==> src/rtl/sprx_pkg.sv <==
package sprx_pkg;
  localparam int MAX_BITS = 64;

  // 1 when the vector holds an odd number of ones
  function automatic logic odd_ones(input logic [MAX_BITS-1:0] v);
    return ^v;
  endfunction

  // disagreement between locally computed and received parity
  function automatic logic par_mismatch(input logic computed, input logic received);
    return computed ^ received;
  endfunction
endpackage

==> src/rtl/sprx_shift.sv <==
module sprx_shift #(
  parameter int WORD_W = 8
) (
  input  logic              clk,
  input  logic              clr_n,
  input  logic              ser_in,
  output logic [WORD_W-1:0] cur_word,
  output logic [WORD_W-1:0] nxt_word
);
  logic [WORD_W-1:0] shreg;

  // shift right: new bit enters at the MSB
  assign nxt_word = {ser_in, shreg[WORD_W-1:1]};
  assign cur_word = shreg;

  always_ff @(posedge clk or negedge clr_n) begin
    if (!clr_n) shreg <= '0;
    else        shreg <= nxt_word;
  end

  // the MSB always holds the bit sampled on the previous edge
  p_msb_entry_r2: assert property (@(posedge clk) disable iff (!clr_n)
    $past(clr_n) |-> shreg[WORD_W-1] == $past(ser_in));
endmodule

==> src/rtl/sprx_bitcnt.sv <==
module sprx_bitcnt #(
  parameter int WORD_W = 8
) (
  input  logic clk,
  input  logic clr_n,
  output logic word_end
);
  localparam int CNT_W = (WORD_W > 1) ? $clog2(WORD_W) : 1;
  localparam logic [CNT_W-1:0] LAST = CNT_W'(WORD_W - 1);

  logic [CNT_W-1:0] cnt;

  assign word_end = (cnt == LAST);

  always_ff @(posedge clk or negedge clr_n) begin
    if (!clr_n)        cnt <= '0;
    else if (word_end) cnt <= '0;
    else               cnt <= cnt + 1'b1;
  end

  // the counter never leaves the word range
  p_cnt_bound_r8: assert property (@(posedge clk) disable iff (!clr_n)
    cnt <= LAST);
  // after a boundary the count restarts from zero
  p_cnt_wrap_r8: assert property (@(posedge clk) disable iff (!clr_n)
    word_end |=> cnt == '0);
endmodule

==> src/rtl/sprx_capture.sv <==
module sprx_capture #(
  parameter int DATA_W = 7
) (
  input  logic              clk,
  input  logic              clr_n,
  input  logic              word_end,
  input  logic [DATA_W:0]   nxt_word,
  output logic [DATA_W-1:0] data_q,
  output logic              par_q,
  output logic              err_q,
  output logic              valid_q
);
  import sprx_pkg::*;

  logic [DATA_W-1:0] payload;
  logic              par_in;
  logic              err_next;

  assign payload  = nxt_word[DATA_W-1:0];
  assign par_in   = nxt_word[DATA_W];
  assign err_next = par_mismatch(odd_ones(MAX_BITS'(payload)), par_in);

  always_ff @(posedge clk or negedge clr_n) begin
    if (!clr_n) begin
      data_q  <= '0;
      par_q   <= 1'b0;
      err_q   <= 1'b0;
      valid_q <= 1'b0;
    end else if (word_end) begin
      data_q  <= payload;
      par_q   <= par_in;
      err_q   <= err_next;
      valid_q <= 1'b1;
    end
  end

  // outputs hold between word boundaries
  p_hold_r6: assert property (@(posedge clk) disable iff (!clr_n)
    !word_end |=> ($stable(data_q) && $stable(par_q) && $stable(err_q)));
  // valid is sticky
  p_valid_sticky_r7: assert property (@(posedge clk) disable iff (!clr_n)
    valid_q |=> valid_q);
  // a boundary always leaves a valid word
  p_end_sets_valid_r7: assert property (@(posedge clk) disable iff (!clr_n)
    word_end |=> valid_q);
endmodule

==> src/rtl/sprx_receiver.sv <==
module sprx_receiver #(
  parameter int DATA_W = 7
) (
  input  logic              sclk,
  input  logic              clr_n,
  input  logic              ser_in,
  output logic [DATA_W-1:0] data_word,
  output logic              rx_parity,
  output logic              calc_parity,
  output logic              word_valid,
  output logic              parity_err
);
  import sprx_pkg::*;

  localparam int WORD_W = DATA_W + 1;

  logic [WORD_W-1:0] cur_word;
  logic [WORD_W-1:0] nxt_word;
  logic              word_end;

  sprx_shift #(.WORD_W(WORD_W)) u_shift (
    .clk      (sclk),
    .clr_n    (clr_n),
    .ser_in   (ser_in),
    .cur_word (cur_word),
    .nxt_word (nxt_word)
  );

  sprx_bitcnt #(.WORD_W(WORD_W)) u_cnt (
    .clk      (sclk),
    .clr_n    (clr_n),
    .word_end (word_end)
  );

  sprx_capture #(.DATA_W(DATA_W)) u_cap (
    .clk      (sclk),
    .clr_n    (clr_n),
    .word_end (word_end),
    .nxt_word (nxt_word),
    .data_q   (data_word),
    .par_q    (rx_parity),
    .err_q    (parity_err),
    .valid_q  (word_valid)
  );

  assign calc_parity = odd_ones(MAX_BITS'(data_word));

  // the latched error flag agrees with the two parity outputs
  p_err_match_r5: assert property (@(posedge sclk) disable iff (!clr_n)
    parity_err == (calc_parity ^ rx_parity));
  // on a boundary the received parity is the bit just taken
  p_parity_bit_r3: assert property (@(posedge sclk) disable iff (!clr_n)
    word_end |=> rx_parity == cur_word[WORD_W-1]);
endmodule

==> config.mk <==
export PLATFORM = sky130hd
export DESIGN_NAME = sprx_receiver
export DESIGN_NICKNAME = d
export VERILOG_FILES = /design/src/rtl/sprx_pkg.sv /design/src/rtl/sprx_shift.sv /design/src/rtl/sprx_bitcnt.sv /design/src/rtl/sprx_capture.sv /design/src/rtl/sprx_receiver.sv
export SDC_FILE = /design/constraint.sdc
export NUM_CORES = 1
export LEC_CHECK = 0
export CAP_MARGIN = 20
export CORE_ASPECT_RATIO = 1.2
export CORE_MARGIN = 5
export CORE_UTILIZATION = 25
export CTS_BUF_LIST = sky130_fd_sc_hd__clkbuf_2 sky130_fd_sc_hd__clkbuf_4 sky130_fd_sc_hd__clkbuf_8
export CTS_CLUSTER_DIAMETER = 200
export CTS_CLUSTER_SIZE = 25
export DETAILED_ROUTE_END_ITERATION = 10
export PLACE_DENSITY = 0.41
export SETUP_SLACK_MARGIN = 0.2
export SYNTH_ARGS = -nofsm -noshare
export SYNTH_HDL_FRONTEND = slang
export SYNTH_SLANG_ARGS = --single-unit
==> constraint.sdc <==
create_clock -name sclk -period 1.7 [get_ports sclk]
set_clock_uncertainty 0.05 [all_clocks]
set_input_delay 0.34 -clock sclk [delete_from_list [all_inputs] [get_ports sclk]]
set_output_delay 0.34 -clock sclk [all_outputs]
set_load 0.05 [all_outputs]
* Word-level counts from Yosys, hierarchy flattened *
Index checks and enable logic that the tools add are counted.

cells by class
  add/sub/neg operators = 1
  equal/unequal tests = 1
  multiplexer cells = 1
  bitwise operators = 1
  reduce and logical (&&, ||, !) cells = 2

operator list
  kind                 count
  $reduce_xor 64->1    2
  $add 3x1->3 const B  1
  $eq 3x3->1 const B   1
  $mux 3               1
  $xor 1x1->1          1

word-level totals
  bits in registers = 21
  bits of input ports = 3
  output and inout port bits = 11
  logic and storage cells = 12

* Longest topological paths before layout *
  depth in word-level cells = 2
  depth in mapped cells = 5
  gate-level depth less buffers = 4

* Modules after synthesis *
A second synthesis with hierarchy kept.

unflattened totals
  cell total of the unflattened synthesis = 55
  area, all modules = 848.3 um^2

modules (own cells, without submodules)
  module         times used  cells each  area each (um^2)  seq. area each (um^2)
  sprx_capture   1           29          421.7             250.2
  sprx_shift     1           16          260.2             200.2
  sprx_bitcnt    1           6           103.8             75.1
  sprx_receiver  1           4           62.6              0.0

* Worst setup path after synthesis *
Ideal clock, no wire load.

  kind = reg2out
  start = register u_cap.data_q[1]
  end = output calc_parity
  data arrival time = 1.810 ns
  required time = 1.310 ns
  path slack = -0.500 ns
  cell stages (with the launch flop) = 4
  buffers on the path = 0
  cells stage by stage = dfrtp_1 xor2_1 xnor2_1 xnor2_1

on the way
  longest elaborated chain between the ends = 1

RTL lines
  item                      line                source
  start: declaration        sprx_capture.sv:8   output logic [DATA_W-1:0] data_q,
  start signal: assignment  sprx_capture.sv:30  data_q <= payload;
  $reduce_xor 64->1         sprx_pkg.sv:6       return ^v;
  end: declaration          sprx_receiver.sv:9  output logic calc_parity,

No other way between the ends.

* Worst setup path after layout *
  start = register u_cap.data_q[4]
  end = output calc_parity

Same word-level chain as after synthesis.

==> reports/qor.csv <==
metric,value,unit
first-pass GRT wire length,2283,um
GRT Max-Usage Layer,met2,
Placed Instance Area,928.4,sq um
Synth Cell Area,753.2,sq um
M1 GR Usage,0.09748,
final hold slack,0.3153,ns
critical path startpoint category,register,
post-DP HPWL,863,um
die footprint,4215,sq um
vias,413,
worst path required time,1.31,ns
largest buffer count on any clock path,2,
FP Rows,21,
final setup TNS,-0.1433,ns
Initial Utilization,0.2654,
Placer Congestion,0.5977,
M2 GR Usage,0.1034,
Critical Path End Type,primary output,
Antenna Violating Nets Remaining,0,
initial DRC count,3,
fmax,542.5,MHz
largest net degree at the start of global routing,21,
"flops & latches, synth",20,
CTS Buf Count,3,
final period utilization,1.084,
Global Route met3 Usage,0.01657,
GRT overflow,0,
status,"finished, violations left",
clock root cell,clkbuf_4,
initial antenna violation count,0,
post-synthesis sequential area ratio,0.6645,
endpoints failing setup,1,
number of hold buffers added after CTS,0,
"Power, Total",1.084,mW
Critical Path AT,1.45,ns
vias in the first global route,465,
DRC Markers,0,
Pre-antenna DRT Iters,2,
post-synthesis mux area share,0.1196,
Max-Cap Viols,0,
clk_lat worst skew,0.30,ns
post-synth top area share,0.6645,
via/cell ratio,4.089,
non-filler instance count after layout,101,
layout cell share with drive strength beyond 1,0.5970,
Post-Synth Adder-Cell Area,0.03322,
largest area contributor in the netlist,dfrtp_1,
Ys Warns,0,
die span in x,60.11,um
WL final,1235,um
CTS sink count,20,
worst vdd ir,515.0,uV
power per standard cell area,1063,nW/um^2
Core Footprint,2838,sq um
xor and xnor area share after synthesis,0.1512,
Tmin final,1.843,ns
dpl ws,0.09107,ns
fin nets,73,
die height,70.13,um
post-synth cell types,9,
HP Class,primary input to asynchronous set/reset pin,
Fin. Hold Viols,0,
syn_nets,53,
diode count,0,
failing checks,negative setup slack,
fillcell total,285,
top post-synthesis cells by area,"dfrtp_1 (66%), xnor2_1 (13%), mux2_2 (12%), ha_1 (3.3%), xor2_1 (2.3%)",
CTS tree,yes,
total track usage,0.07382,
RSZ-0062 raised after global routing,true,
# IOs,14,
count of pins over their slew limit,0,
Multi-input gate area,295.3,sq um
I/O Buffers,13,
Pleak,0.4352,nW
area delta synth->final,35.38,%
Avg WL per Cell,12.23,um
CP max FO,2,
Synth Area in Compound Gates,0.006645,
Reg area,508.0,sq um
Slew HR,0.8181,
Final Cell Area,1020,sq um
critical path class,register to primary output,
H-tree depth,1,
final core area utilization,0.3593,
placed insts,95,
pin slew with the least headroom to its limit,0.2728,ns
Synth Instances,48,
largest family of logic cells by synthesized area,XOR/XNOR gates,
worst setup slack after layout,-0.1433,ns
Clock Pin Slew Worst Setup and Hold Paths,0.11,ns
Mean Syn Cell Area,15.69,sq um
simple-gate portion of the synthesized area,0.01827,
[kinds of logic after synthesis]
logic type	count (synthesis)
xor gates and xnor gates	13
DFF	20
muxes	8
buffers and inverters	1
AOI/OAI and AO/OA	1
and+or+nand+nor	3
adders and majority gates	2
[cell usage after synthesis]
library cell  instances
a21oi_1               1
buf_2                 1
dfrtp_1              20
ha_1                  2
mux2_2                8
nor2_1                2
or2_2                 1
xnor2_1              11
xor2_1                2
[report_power, final]
group	internal, mW	leakage [nW]	switching (mW)	total (mW)
combinational	0.120	0.187	0.162	0.282
clock	0.131	0.0210	0.144	0.275
sequential	0.505	0.227	0.0229	0.528
[metal layers]
metal  wire, um  vias to the layer above  part of all wire
met4         20                        0             0.016
met2        617                        8              0.50
met5          0                        -                 0
met1        537                      211              0.43
met3         59                        2             0.048
li1           -                      192                 -
[path summary, 6_finish.rpt]
check	start	to	slack [ns]	cells past startpoint
setup reg to reg	u_cnt.cnt[0]	u_cap.data_q[3]	0.32	3
setup / recovery	u_cap.data_q[4]	calc_parity	-0.14	4
min in group sclk	u_shift.cur_word[3]	u_shift.cur_word[2]	0.38	0
max in group asynchronous	clr_n	u_cap.data_q[3]	1.05	2
hold reg to reg	u_shift.cur_word[3]	u_shift.cur_word[2]	0.38	0
hold / removal	clr_n	u_cap.data_q[5]	0.32	2
[placed cells by master, fill, tap and decap left out, drive strengths merged]
cell,Yosys,routed
ha,2,2
nor2,2,2
mux2,8,8
xnor2,11,11
or2,1,1
a21oi,1,1
clkbuf,0,4
dfrtp,20,20
buf,1,14
xor2,2,2
clkdlybuf4s50,0,2
[critical path, cell delays in order, from the launching register on]
cell and delay [ns]:
dfrtp_2 0.44, xor2_2 0.19, xnor2_2 0.15, xnor2_2 0.21, buf_12 0.16
[flip-flops by register name, indices dropped and copies added, names as in the netlist]
name	cells
u_shift.cur_word	7
u_cnt.cnt	3
u_cap.valid_q	1
u_cap.data_q	7
u_cap.par_q	1
u_cap.err_q	1
[cell type report]
type,count,area share
multi-input cells,27,0.2896
flip-flops and latches,20,0.4982
clock buffers,4,0.03558
repair buffers,16,0.1350
well taps,34,0.04172
[timing repair]
item,in CTS,in global routing
gates resized for setup,5,1
buffers inserted,1,1
gates cloned,0,0
pin swaps,3,1
setup endpoints to repair,9,1
Note: power is estimated with default switching activity, not from simulation.
